$ cat src/rtl/hubpf_pkg.sv
package hubpf_pkg;
  typedef enum logic [1:0] {
    ITEM_BYTE = 2'd0,
    ITEM_HALF = 2'd1,
    ITEM_WORD = 2'd2
  } item_mode_e;
endpackage

$ cat src/rtl/hubpf_store.sv
module hubpf_store #(
  parameter int DEPTH = 19,
  parameter int DW    = 32,
  localparam int PW   = $clog2(DEPTH),
  localparam int LVW  = $clog2(DEPTH + 1)
) (
  input  logic           clk,
  input  logic           rst_n,
  input  logic           flush,
  input  logic           push,
  input  logic [DW-1:0]  push_data,
  input  logic           pop,
  output logic [LVW-1:0] level,
  output logic [DW-1:0]  head,
  output logic           empty
);
  logic [DW-1:0]  mem_q [DEPTH];
  logic [PW-1:0]  wr_q, wr_d, rd_q, rd_d;
  logic [LVW-1:0] cnt_q, cnt_d;
  logic           do_push, do_pop;

  function automatic logic [PW-1:0] wrap_inc(input logic [PW-1:0] p);
    return (p == PW'(DEPTH - 1)) ? '0 : p + 1'b1;
  endfunction

  assign empty   = (cnt_q == '0);
  assign do_push = push && !flush;
  assign do_pop  = pop && !flush && !empty;

  always_comb begin
    wr_d  = wr_q;
    rd_d  = rd_q;
    cnt_d = cnt_q;
    if (flush) begin
      wr_d  = '0;
      rd_d  = '0;
      cnt_d = '0;
    end else begin
      if (do_push) wr_d = wrap_inc(wr_q);
      if (do_pop)  rd_d = wrap_inc(rd_q);
      case ({do_push, do_pop})
        2'b10:   cnt_d = cnt_q + 1'b1;
        2'b01:   cnt_d = cnt_q - 1'b1;
        default: cnt_d = cnt_q;
      endcase
    end
  end

  always_ff @(posedge clk or negedge rst_n) begin
    if (!rst_n) begin
      wr_q  <= '0;
      rd_q  <= '0;
      cnt_q <= '0;
    end else begin
      wr_q  <= wr_d;
      rd_q  <= rd_d;
      cnt_q <= cnt_d;
    end
  end

  always_ff @(posedge clk) begin
    if (do_push) mem_q[wr_q] <= push_data;
  end

  assign level = cnt_q;
  assign head  = mem_q[rd_q];
endmodule

$ cat src/rtl/hubpf_streamer.sv
module hubpf_streamer
  import hubpf_pkg::*;
#(
  parameter int DW = 32,
  parameter int PW = 32
) (
  input  logic          clk,
  input  logic          rst_n,
  input  logic          flush,
  input  logic          run,
  input  logic [1:0]    mode,
  input  logic [PW-1:0] inc,
  input  logic [DW-1:0] head,
  input  logic          empty,
  output logic          pop,
  output logic          item_valid,
  output logic [DW-1:0] item,
  output logic          underflow
);
  localparam int BYTE_W = DW / 4;
  localparam int HALF_W = DW / 2;

  item_mode_e    m;
  logic [PW:0]   sum;
  logic          tick, last;
  logic [DW-1:0] sel;
  logic [PW-1:0] acc_q, acc_d;
  logic [1:0]    sub_q, sub_d;
  logic          val_q, val_d, uf_q, uf_d;
  logic [DW-1:0] item_q, item_d;

  assign m    = item_mode_e'(mode);
  assign sum  = {1'b0, acc_q} + {1'b0, inc};
  assign tick = run && sum[PW];

  always_comb begin
    sel  = '0;
    last = 1'b1;
    case (m)
      ITEM_BYTE: begin
        last              = (sub_q == 2'd3);
        sel[BYTE_W-1:0]   = head[BYTE_W*sub_q +: BYTE_W];
      end
      ITEM_HALF: begin
        last              = sub_q[0];
        sel[HALF_W-1:0]   = head[HALF_W*sub_q[0] +: HALF_W];
      end
      default: sel = head;
    endcase
  end

  assign pop = tick && !empty && last && !flush;

  always_comb begin
    acc_d  = acc_q;
    sub_d  = sub_q;
    val_d  = 1'b0;
    item_d = item_q;
    uf_d   = uf_q;
    if (flush) begin
      acc_d  = '0;
      sub_d  = '0;
      item_d = '0;
      uf_d   = 1'b0;
    end else begin
      if (run) acc_d = sum[PW-1:0];
      if (tick) begin
        if (empty) begin
          uf_d = 1'b1;
        end else begin
          val_d  = 1'b1;
          item_d = sel;
          sub_d  = last ? 2'd0 : sub_q + 2'd1;
        end
      end
    end
  end

  always_ff @(posedge clk or negedge rst_n) begin
    if (!rst_n) begin
      acc_q  <= '0;
      sub_q  <= '0;
      val_q  <= 1'b0;
      item_q <= '0;
      uf_q   <= 1'b0;
    end else begin
      acc_q  <= acc_d;
      sub_q  <= sub_d;
      val_q  <= val_d;
      item_q <= item_d;
      uf_q   <= uf_d;
    end
  end

  assign item_valid = val_q;
  assign item       = item_q;
  assign underflow  = uf_q;
endmodule

$ cat src/rtl/hubpf_blkwr.sv
module hubpf_blkwr #(
  parameter int AW = 20,
  parameter int LW = 16,
  parameter int BW = 3,
  parameter int DW = 32
) (
  input  logic          clk,
  input  logic          rst_n,
  input  logic          go,
  input  logic [AW-1:0] first_addr,
  input  logic [LW-1:0] len,
  input  logic [DW-1:0] fill,
  input  logic [BW-1:0] face_bank,
  input  logic          taken,
  output logic          wr,
  output logic [AW-1:0] wr_addr,
  output logic [DW-1:0] wr_data,
  output logic          busy,
  output logic [31:0]   stalls
);
  logic          busy_q, busy_d, armed_q, armed_d, aligned;
  logic [AW-1:0] addr_q, addr_d;
  logic [LW-1:0] left_q, left_d;
  logic [31:0]   stall_q, stall_d;
  logic [DW-1:0] data_q, data_d;

  assign aligned = busy_q && (addr_q[BW-1:0] == face_bank);
  assign wr      = aligned && !taken;

  always_comb begin
    busy_d  = busy_q;
    armed_d = armed_q;
    addr_d  = addr_q;
    left_d  = left_q;
    stall_d = stall_q;
    data_d  = data_q;
    if (!busy_q) begin
      if (go && (len != '0)) begin
        busy_d  = 1'b1;
        armed_d = 1'b0;
        addr_d  = first_addr;
        left_d  = len;
        stall_d = '0;
        data_d  = fill;
      end
    end else begin
      if (aligned) armed_d = 1'b1;
      if (wr) begin
        addr_d = addr_q + 1'b1;
        left_d = left_q - 1'b1;
        if (left_q == LW'(1)) busy_d = 1'b0;
      end else if (armed_q || aligned) begin
        stall_d = stall_q + 32'd1;
      end
    end
  end

  always_ff @(posedge clk or negedge rst_n) begin
    if (!rst_n) begin
      busy_q  <= 1'b0;
      armed_q <= 1'b0;
      addr_q  <= '0;
      left_q  <= '0;
      stall_q <= '0;
      data_q  <= '0;
    end else begin
      busy_q  <= busy_d;
      armed_q <= armed_d;
      addr_q  <= addr_d;
      left_q  <= left_d;
      stall_q <= stall_d;
      data_q  <= data_d;
    end
  end

  assign wr_addr = addr_q;
  assign wr_data = data_q;
  assign busy    = busy_q;
  assign stalls  = stall_q;
endmodule

$ cat src/rtl/hub_prefetch_fifo.sv
module hub_prefetch_fifo #(
  parameter int NPROC  = 8,
  parameter int LAG    = 5,
  parameter int AW     = 20,
  parameter int LW     = 16,
  parameter int BANKS  = 8,
  parameter int SLOT   = 3,
  localparam int DEPTH = NPROC + LAG + 6,
  localparam int LVW   = $clog2(DEPTH + 1)
) (
  input  logic           clk,
  input  logic           rst_n,
  input  logic           start,
  input  logic [AW-1:0]  start_addr,
  input  logic           run,
  input  logic [1:0]     mode,
  input  logic [31:0]    nco_inc,
  output logic           mem_rd,
  output logic           mem_wr,
  output logic [AW-1:0]  mem_addr,
  output logic [31:0]    mem_wdata,
  input  logic [31:0]    mem_rdata,
  input  logic           cpu_go,
  input  logic [AW-1:0]  cpu_addr,
  input  logic [LW-1:0]  cpu_len,
  input  logic [31:0]    cpu_fill,
  output logic           cpu_busy,
  output logic [31:0]    cpu_stalls,
  output logic           out_valid,
  output logic [31:0]    out_item,
  output logic           underflow,
  output logic [LVW-1:0] fill_level,
  output logic [31:0]    words_fetched
);
  localparam int THRESH = NPROC + 7;
  localparam int PIPE   = LAG - 1;
  localparam int BW     = $clog2(BANKS);

  logic [1:0]      rst_sync_q;
  logic            rst_ni;
  logic [BW-1:0]   rot_q, face_bank;
  logic            act_q, act_d;
  logic [AW-1:0]   fetch_q, fetch_d;
  logic [PIPE-1:0] vpipe_q, vpipe_d;
  logic [31:0]     fetched_q, fetched_d;
  logic            fifo_rd, push, pop, empty;
  logic [31:0]     head;
  logic            cpu_wr;
  logic [AW-1:0]   cpu_wa;
  logic [31:0]     cpu_wd;

  always_ff @(posedge clk or negedge rst_n) begin
    if (!rst_n) rst_sync_q <= '0;
    else        rst_sync_q <= {rst_sync_q[0], 1'b1};
  end
  assign rst_ni = rst_sync_q[1];

  always_ff @(posedge clk or negedge rst_ni) begin
    if (!rst_ni) rot_q <= '0;
    else         rot_q <= rot_q + 1'b1;
  end
  assign face_bank = rot_q + BW'(SLOT);

  assign fifo_rd = act_q && !start && (fill_level < LVW'(THRESH))
                   && (fetch_q[BW-1:0] == face_bank);
  assign push    = vpipe_q[PIPE-1];

  always_comb begin
    act_d     = act_q;
    fetch_d   = fetch_q;
    vpipe_d   = (vpipe_q << 1) | PIPE'(fifo_rd);
    fetched_d = fetched_q;
    if (start) begin
      act_d     = 1'b1;
      fetch_d   = start_addr;
      vpipe_d   = '0;
      fetched_d = '0;
    end else if (fifo_rd) begin
      fetch_d   = fetch_q + 1'b1;
      fetched_d = fetched_q + 32'd1;
    end
  end

  always_ff @(posedge clk or negedge rst_ni) begin
    if (!rst_ni) begin
      act_q     <= 1'b0;
      fetch_q   <= '0;
      vpipe_q   <= '0;
      fetched_q <= '0;
    end else begin
      act_q     <= act_d;
      fetch_q   <= fetch_d;
      vpipe_q   <= vpipe_d;
      fetched_q <= fetched_d;
    end
  end

  hubpf_store #(.DEPTH(DEPTH), .DW(32)) u_store (
    .clk(clk), .rst_n(rst_ni), .flush(start), .push(push), .push_data(mem_rdata),
    .pop(pop), .level(fill_level), .head(head), .empty(empty)
  );

  hubpf_streamer #(.DW(32), .PW(32)) u_streamer (
    .clk(clk), .rst_n(rst_ni), .flush(start), .run(run), .mode(mode), .inc(nco_inc),
    .head(head), .empty(empty), .pop(pop), .item_valid(out_valid), .item(out_item),
    .underflow(underflow)
  );

  hubpf_blkwr #(.AW(AW), .LW(LW), .BW(BW), .DW(32)) u_blkwr (
    .clk(clk), .rst_n(rst_ni), .go(cpu_go), .first_addr(cpu_addr), .len(cpu_len),
    .fill(cpu_fill), .face_bank(face_bank), .taken(fifo_rd), .wr(cpu_wr),
    .wr_addr(cpu_wa), .wr_data(cpu_wd), .busy(cpu_busy), .stalls(cpu_stalls)
  );

  assign mem_rd        = fifo_rd;
  assign mem_wr        = cpu_wr;
  assign mem_addr      = fifo_rd ? fetch_q : cpu_wa;
  assign mem_wdata     = cpu_wd;
  assign words_fetched = fetched_q;
endmodule

$ cat config.mk
export PLATFORM = sky130hd
export DESIGN_NAME = hub_prefetch_fifo
export DESIGN_NICKNAME = d
export VERILOG_FILES = /design/src/rtl/hubpf_pkg.sv /design/src/rtl/hubpf_store.sv /design/src/rtl/hubpf_streamer.sv /design/src/rtl/hubpf_blkwr.sv /design/src/rtl/hub_prefetch_fifo.sv
export SDC_FILE = /design/constraint.sdc
export NUM_CORES = 1
export LEC_CHECK = 0
export BUFFER_PORTS_ARGS = -buffer_cell sky130_fd_sc_hd__buf_2
export CORE_ASPECT_RATIO = 1.75
export CORE_MARGIN = 2
export CORE_UTILIZATION = 40
export DETAILED_ROUTE_END_ITERATION = 7
export PLACE_DENSITY_LB_ADDON = 0.05
export SLEW_MARGIN = 10
export SYNTH_ARGS = -nofsm -noshare
export SYNTH_HDL_FRONTEND = slang
export SYNTH_SLANG_ARGS = --single-unit
$ cat constraint.sdc
create_clock -name clk -period 14.63 [get_ports clk]
set_input_delay 2.926 -clock clk [delete_from_list [all_inputs] [get_ports clk]]
set_output_delay 2.926 -clock clk [all_outputs]
set_load 0.005 [all_outputs]
* Word-level counts from Yosys, hierarchy flattened
Memories as Yosys holds them, arrays and structs flattened. Index checks and enable logic that the tools add are counted. W data, S select, Z words.
Operators by class: add/subtract/negate cells 13, order comparisons 1, equal/unequal tests 14, shift-type cells 2, muxes and demuxes 52, bitwise operators 2, reductions and logical operators 35
Operators with widths (count):
- $mux W32 | 11
- $mux W20 | 6
- $add A32 B1 Y32 const B | 2
- $mux W16 | 4
- $add A20 B1 Y20 const B | 2
- $mux W5 | 7
- $add A32 B32 Y33 | 1
- $pmux W8 S2 | 2
- $shiftx A32 B6 Y16 | 1
- $shiftx A32 B6 Y8 | 1
- $eq A16 B1 Y1 const B | 1
- $reduce_bool A16 Y1 | 1
- $sub A16 B1 Y16 const B | 1
- $add A5 B1 Y5 const B | 3
- $mux W1 | 15
- $reduce_bool A2 Y1 | 7
- $logic_and A1 B1 Y1 | 13
- $eq A5 B5 Y1 const B | 2
- $ne A2 B2 Y1 const B | 5
- $pmux W5 S2 | 1
- $reduce_and A2 Y1 | 5
- $mux W2 | 4
- $eq A3 B3 Y1 | 2
- $logic_not A5 Y1 | 1
- other kinds (17) | 21
Word-level totals: flip-flop bits (word level) 247, memory bits (writable) 608, bits of input ports 159, output and inout bits 158, logic and storage cells 140, memories 1
Memories:
- u_store.mem_q | words 19, width 32, read ports 1, clocked after memory_dff 0, write ports 1, RTL line hubpf_store.sv:17 | logic [DW-1:0] mem_q [DEPTH];

* Depth between registers and ports, before layout
depth after elaboration 10, depth in mapped cells 19

* Hierarchy
A second synthesis with hierarchy kept.
Second synthesis, totals: cell total of the unflattened synthesis 2719, area, all modules 38374.3 um2
By module, submodules not included:
- hubpf_store | times used 1, cells an instance 1123, area each 24350.9 um2, sequential area each 18632.9 um2
- hubpf_blkwr | times used 1, cells an instance 612, area each 5305.1 um2, sequential area each 2552.4 um2
- hubpf_streamer | times used 1, cells an instance 571, area each 5212.5 um2, sequential area each 1701.6 um2
- hub_prefetch_fifo | times used 1, cells an instance 413, area each 3505.9 um2, sequential area each 1551.5 um2

* Worst setup path after synthesis
Ideal clock, no wire load.
path kind input to output, from in start, to out mem_addr[10], arrival time 4624 ps, required time 11704 ps, path slack 7080 ps, stages 10, path buffers 4, path through clkbuf_1 nor3b_1 nand4_1 or2_1 inv_2 buf_2 buf_2 buf_1 nand2_1 nand2_1
On the way: word-level cells in the longest chain between the ends 5
Ends and longest elaborated chain:
- from (decl) | RTL line hub_prefetch_fifo.sv:13 | input logic start,
- $logic_not A1 Y1 | RTL line hub_prefetch_fifo.sv:64 | assign fifo_rd = act_q && !start && (fill_level < LVW'(THRESH))
- $logic_and A1 B1 Y1 (2 in a row) | RTL line hub_prefetch_fifo.sv:64
- $logic_and A1 B1 Y1 | RTL line hub_prefetch_fifo.sv:65 | && (fetch_q[BW-1:0] == face_bank);
- via mem_rd | RTL line hub_prefetch_fifo.sv:18 | output logic mem_rd,
- $mux W20 | RTL line hub_prefetch_fifo.sv:117 | assign mem_addr = fifo_rd ? fetch_q : cpu_wa;
- to (decl) | RTL line hub_prefetch_fifo.sv:20 | output logic [AW-1:0] mem_addr,
The timed path passes the listed nets, and every way through them passes these cells.

* Final worst setup path
from in start, to out mem_addr[4]
On the way: word-level cells in the longest chain between the ends 5
Ends and longest elaborated chain (RTL line):
- $logic_not A1 Y1 | hub_prefetch_fifo.sv:64
- $logic_and A1 B1 Y1 (2 in a row) | hub_prefetch_fifo.sv:64
- $logic_and A1 B1 Y1 | hub_prefetch_fifo.sv:65
- $mux W20 | hub_prefetch_fifo.sv:117
No other way between the ends.

==> run_summary.xml <==
<?xml version="1.0" encoding="UTF-8"?>
<metrics>
  <group name="logic_synthesis">
    <metric name="flip_flop_and_latch_count_after_synthesis" unit="">855</metric>
    <metric name="synth_enable_flop_cells" unit="">608</metric>
    <metric name="syn-num-nets" unit="">2904</metric>
    <metric name="synth_warnings" unit="">0</metric>
    <metric name="synth.distinct_cells" unit="">80</metric>
    <metric name="mappedNetlistArea" unit="um2">37400</metric>
    <metric name="avgSynthCellArea" unit="um2">13.9</metric>
    <metric name="async_flop_share" unit="">0.289</metric>
    <metric name="netlist_instances" unit="">2693</metric>
    <metric name="synth.yosys.seq_area_share" unit="">0.653</metric>
    <metric name="commonest_register_cell_after_synthesis" unit="">sky130_fd_sc_hd__edfxtp_1</metric>
  </group>
  <group name="floorplanning">
    <metric name="placementRows" unit="">148</metric>
    <metric name="die_w" unit="um">235</metric>
    <metric name="dieArea" unit="um2">96100</metric>
    <metric name="floorplan.initialDensity" unit="">0.403</metric>
    <metric name="die_h" unit="um">408</metric>
    <metric name="core-area" unit="um2">92800</metric>
    <metric name="io_pins" unit="">317</metric>
  </group>
  <group name="min_path">
    <metric name="holdCritPathClass" unit="">reg -&gt; reg</metric>
  </group>
  <group name="global_route">
    <metric name="grt_start_max_net_pins" unit="">115</metric>
    <metric name="grt.overflow.total" unit="">0</metric>
    <metric name="grt_antenna_before_repair" unit="">7</metric>
    <metric name="grt_first_pass_wirelength" unit="mm">159</metric>
    <metric name="first_global_vias" unit="">24300</metric>
    <metric name="track_usage" unit="">0.221</metric>
  </group>
  <group name="clocking">
    <metric name="hold_buf_count_cts" unit="">0</metric>
    <metric name="clkSlewWorstSetupHoldPaths" unit="ps">60</metric>
    <metric name="cts-root-to-sink-buffers" unit="">3</metric>
    <metric name="post-cts-setup-buffers" unit="">0</metric>
    <metric name="cts_inserted_buffers" unit="">83</metric>
    <metric name="h-tree-depth" unit="">3</metric>
    <metric name="cts_tree" unit="">done</metric>
    <metric name="tritoncts_num_sinks" unit="">855</metric>
    <metric name="postCtsResizedCells" unit="">0</metric>
    <metric name="clk_latency" unit="ps">670</metric>
    <metric name="cts.root.buffer_cell" unit="">sky130_fd_sc_hd__clkbuf_16</metric>
  </group>
  <group name="flow_run">
    <metric name="maxCapViolCount" unit="">0</metric>
  </group>
  <group name="route">
    <metric name="detailroute.wirelength.met2" unit="mm">54.4</metric>
    <metric name="drt_iter0_markers" unit="">1599</metric>
    <metric name="met3RoutedLength" unit="mm">6.26</metric>
    <metric name="maxUsedRoutingLayer" unit="">met5</metric>
    <metric name="met1_routed_wirelength_after_detailed_routing" unit="mm">43.4</metric>
    <metric name="dr_total_vias" unit="">23800</metric>
    <metric name="detail_route.wirelength" unit="mm">107</metric>
    <metric name="post_drt_via_cell_ratio" unit="">5.58</metric>
    <metric name="number_of_detailed_routing_iterations_run_before_antenna_repair" unit="">5</metric>
    <metric name="final_antenna_net_count" unit="">0</metric>
    <metric name="wl_per_cell" unit="um">25.0</metric>
    <metric name="remaining_drc_errors" unit="">0</metric>
  </group>
  <group name="critical_path">
    <metric name="worst-endpoint-arrival" unit="ps">5300</metric>
    <metric name="timing_worst_setup_path_type" unit="">in -&gt; out</metric>
    <metric name="crit_required" unit="ps">11700</metric>
    <metric name="timing.critical_path.cells" unit="">buf_4, nor3b_1, nand4_1, or2_1, buf_4, inv_2, nand2_1, o21ai_0, buf_2</metric>
    <metric name="crit_slowest_cell" unit="">sky130_fd_sc_hd__inv_2</metric>
    <metric name="crit_path_end_kind" unit="">output port</metric>
    <metric name="timing.critical_path.fanout_max" unit="">41</metric>
    <metric name="timing.critical_path.from_type" unit="">primary input</metric>
    <metric name="critPathMaxStageDelay" unit="ps">620</metric>
    <metric name="worst_path_most_repeated_cell" unit="">sky130_fd_sc_hd__buf_4</metric>
  </group>
  <group name="timing">
    <metric name="period_share" unit="">0.563</metric>
    <metric name="finalHoldViolCount" unit="">0</metric>
    <metric name="finalSetupViolCount" unit="">0</metric>
    <metric name="timing_worst_slew_pin_value" unit="ps">1040</metric>
    <metric name="fmaxAchievable" unit="MHz">121</metric>
    <metric name="clock-skew-final" unit="ps">15.4</metric>
    <metric name="timing.slew.headroom" unit="">0.304</metric>
    <metric name="fin_crit" unit="ps">8230</metric>
    <metric name="grt_setup_unrepaired" unit="">no</metric>
    <metric name="totalNegativeSetupSlack" unit="ps">0</metric>
    <metric name="slew_violations" unit="">0</metric>
    <metric name="fin_worst_hold_slack" unit="ps">358</metric>
  </group>
  <group name="layout">
    <metric name="layout.cells.non_filler" unit="">4272</metric>
    <metric name="layout_commonest_cell" unit="">sky130_fd_sc_hd__edfxtp_1</metric>
    <metric name="layout.cells.most_common_list" unit="">608 x sky130_fd_sc_hd__edfxtp_1, 315 x sky130_fd_sc_hd__buf_2, 310 x sky130_fd_sc_hd__nand2_1, 242 x sky130_fd_sc_hd__dfrtp_1, 175 x sky130_fd_sc_hd__nor2_1</metric>
    <metric name="design.final.nets" unit="">3210</metric>
    <metric name="synthToLayoutAreaGrowth" unit="%">15.3</metric>
    <metric name="final_area" unit="um2">43100</metric>
    <metric name="drive_above_1_share" unit="">0.225</metric>
  </group>
  <group name="status">
    <metric name="run_status" unit="">complete, no violations</metric>
  </group>
  <group name="power">
    <metric name="worst_ir_drop_vdd" unit="V">0.0000776</metric>
    <metric name="power_density" unit="nW/um2">133</metric>
    <metric name="static-leakage-power" unit="uW">0.0160</metric>
  </group>
  <group name="placement">
    <metric name="port_buffers" unit="">316</metric>
    <metric name="gp_routability_congestion" unit="">0.856</metric>
    <metric name="detailed_place.area" unit="um2">40400</metric>
    <metric name="dp.final_hpwl" unit="mm">66.0</metric>
    <metric name="place_inst" unit="">4114</metric>
  </group>
</metrics>
## final cells by class
type / count / area, um2
diodes: 3 / 7.51
clock buffers: 109 / 2300
clock inverters: 46 / 443
fillers: 8201 / 49600
inverters: 64 / 240
multi-input cells: 1628 / 12200
flip-flops and latches: 855 / 24500
well taps: 1200 / 1500
repair buffers: 367 / 1980
## power breakdown
part | switching [uW] | internal [uW]
Combinational | 474 | 281
Clock | 953 | 1240
Sequential | 93.7 | 2700
## flip-flops by register name, summed over array words and instances (netlist names), 3 cells and up
name              cells
u_store.mem_q       608
u_store.level         5
u_blkwr.wr_data      32
u_store.rd_q          5
rot_q                 3
words_fetched        32
u_blkwr.left_q       16
vpipe_q               4
u_streamer.item      32
fetch_q              20
u_store.wr_q          5
u_blkwr.wr_addr      20
u_blkwr.stalls       32
u_streamer.acc_q     32
## metal layers
metal | global-route usage | vias to the layer above
li1 | - | 10800
met1 | 0.277 | 12100
met2 | 0.386 | 751
met3 | 0.0401 | 147
met4 | 0.0695 | 8
met5 | 0 | -
## cell families after synthesis
logic type / count (synthesis) / share of synthesized area
flip-flops: 855 / 0.653
AND/OR/NAND/NOR: 797 / 0.0977
AO/OA/AOI/OAI: 433 / 0.0737
multiplexers: 261 / 0.114
buffers and inverters: 210 / 0.0234
XOR/XNOR: 84 / 0.0201
adder cells (fa/ha/maj): 52 / 0.0178
other: 1 / 0.000100
## worst max-delay path, delay by kind of cell
family                 cells  cell delay, ps
AOI/OAI and AO/OA          1             110
and+or+nand+nor            4             920
buffers and inverters      4            1290
## synthesized netlist by cell type, types with 4 or more instances
library cell	number	area share
sky130_fd_sc_hd__buf_1	16	0.0016
sky130_fd_sc_hd__a22oi_1	18	0.0036
sky130_fd_sc_hd__a21o_1	20	0.0040
sky130_fd_sc_hd__or2_2	4	0.00067
sky130_fd_sc_hd__a31oi_1	8	0.0013
sky130_fd_sc_hd__nor4_1	21	0.0035
sky130_fd_sc_hd__o21ai_0	90	0.012
sky130_fd_sc_hd__o211ai_1	12	0.0024
sky130_fd_sc_hd__or3_1	24	0.0040
sky130_fd_sc_hd__and3_1	31	0.0052
sky130_fd_sc_hd__nand2b_1	14	0.0023
sky130_fd_sc_hd__a211oi_1	34	0.0068
sky130_fd_sc_hd__nor3_1	36	0.0048
sky130_fd_sc_hd__edfxtp_1	608	0.49
sky130_fd_sc_hd__ha_1	50	0.017
sky130_fd_sc_hd__a221oi_1	16	0.0037
sky130_fd_sc_hd__nor3b_1	8	0.0016
sky130_fd_sc_hd__and2_1	12	0.0020
sky130_fd_sc_hd__nor2b_1	23	0.0038
sky130_fd_sc_hd__o21ai_1	12	0.0016
sky130_fd_sc_hd__mux4_2	128	0.077
sky130_fd_sc_hd__xnor2_1	41	0.0096
sky130_fd_sc_hd__xor2_1	42	0.0098
sky130_fd_sc_hd__and4_1	5	0.0012
sky130_fd_sc_hd__dfrtp_1	247	0.17
sky130_fd_sc_hd__nand3_1	94	0.013
sky130_fd_sc_hd__mux2_2	18	0.0054
sky130_fd_sc_hd__nand4_1	26	0.0043
sky130_fd_sc_hd__mux2i_1	111	0.030
sky130_fd_sc_hd__inv_1	61	0.0061
sky130_fd_sc_hd__buf_4	12	0.0024
sky130_fd_sc_hd__nand3b_1	4	0.00080
sky130_fd_sc_hd__nor2_1	178	0.018
sky130_fd_sc_hd__nand2_1	310	0.031
sky130_fd_sc_hd__o22ai_1	36	0.0060
sky130_fd_sc_hd__a221o_1	14	0.0037
sky130_fd_sc_hd__a21oi_1	128	0.017
sky130_fd_sc_hd__mux2_4	4	0.0016
sky130_fd_sc_hd__buf_2	26	0.0035
sky130_fd_sc_hd__clkbuf_1	91	0.0091
## path summary, 6_finish.rpt
kind	startpoint	endpoint	slack (ps)	depth (start not counted)
min reg2reg	rst_sync_q[0]	rst_sync_q[1]	360	0
max	start	mem_addr[4]	6400	9
min in group asynchronous	rst_sync_q[1]	u_blkwr.wr_data[24]	500	0
max reg2reg	u_store.rd_q[0]	u_streamer.item[1]	9990	8
max in group asynchronous	rst_sync_q[1]	u_blkwr.stalls[8]	11090	3
min	rst_sync_q[0]	rst_sync_q[1]	360	0
## metrics by stage
stage	worst slack, ps	total power (uW)	utilization
after global routing	6160	5990	0.465
after floorplan	7080	3300	-
after detailed placement	6370	3600	0.435
final	6400	5740	0.465
after global placement	6490	3580	0.435
after CTS	6370	5810	0.465
(Power assumes the default switching activity.)
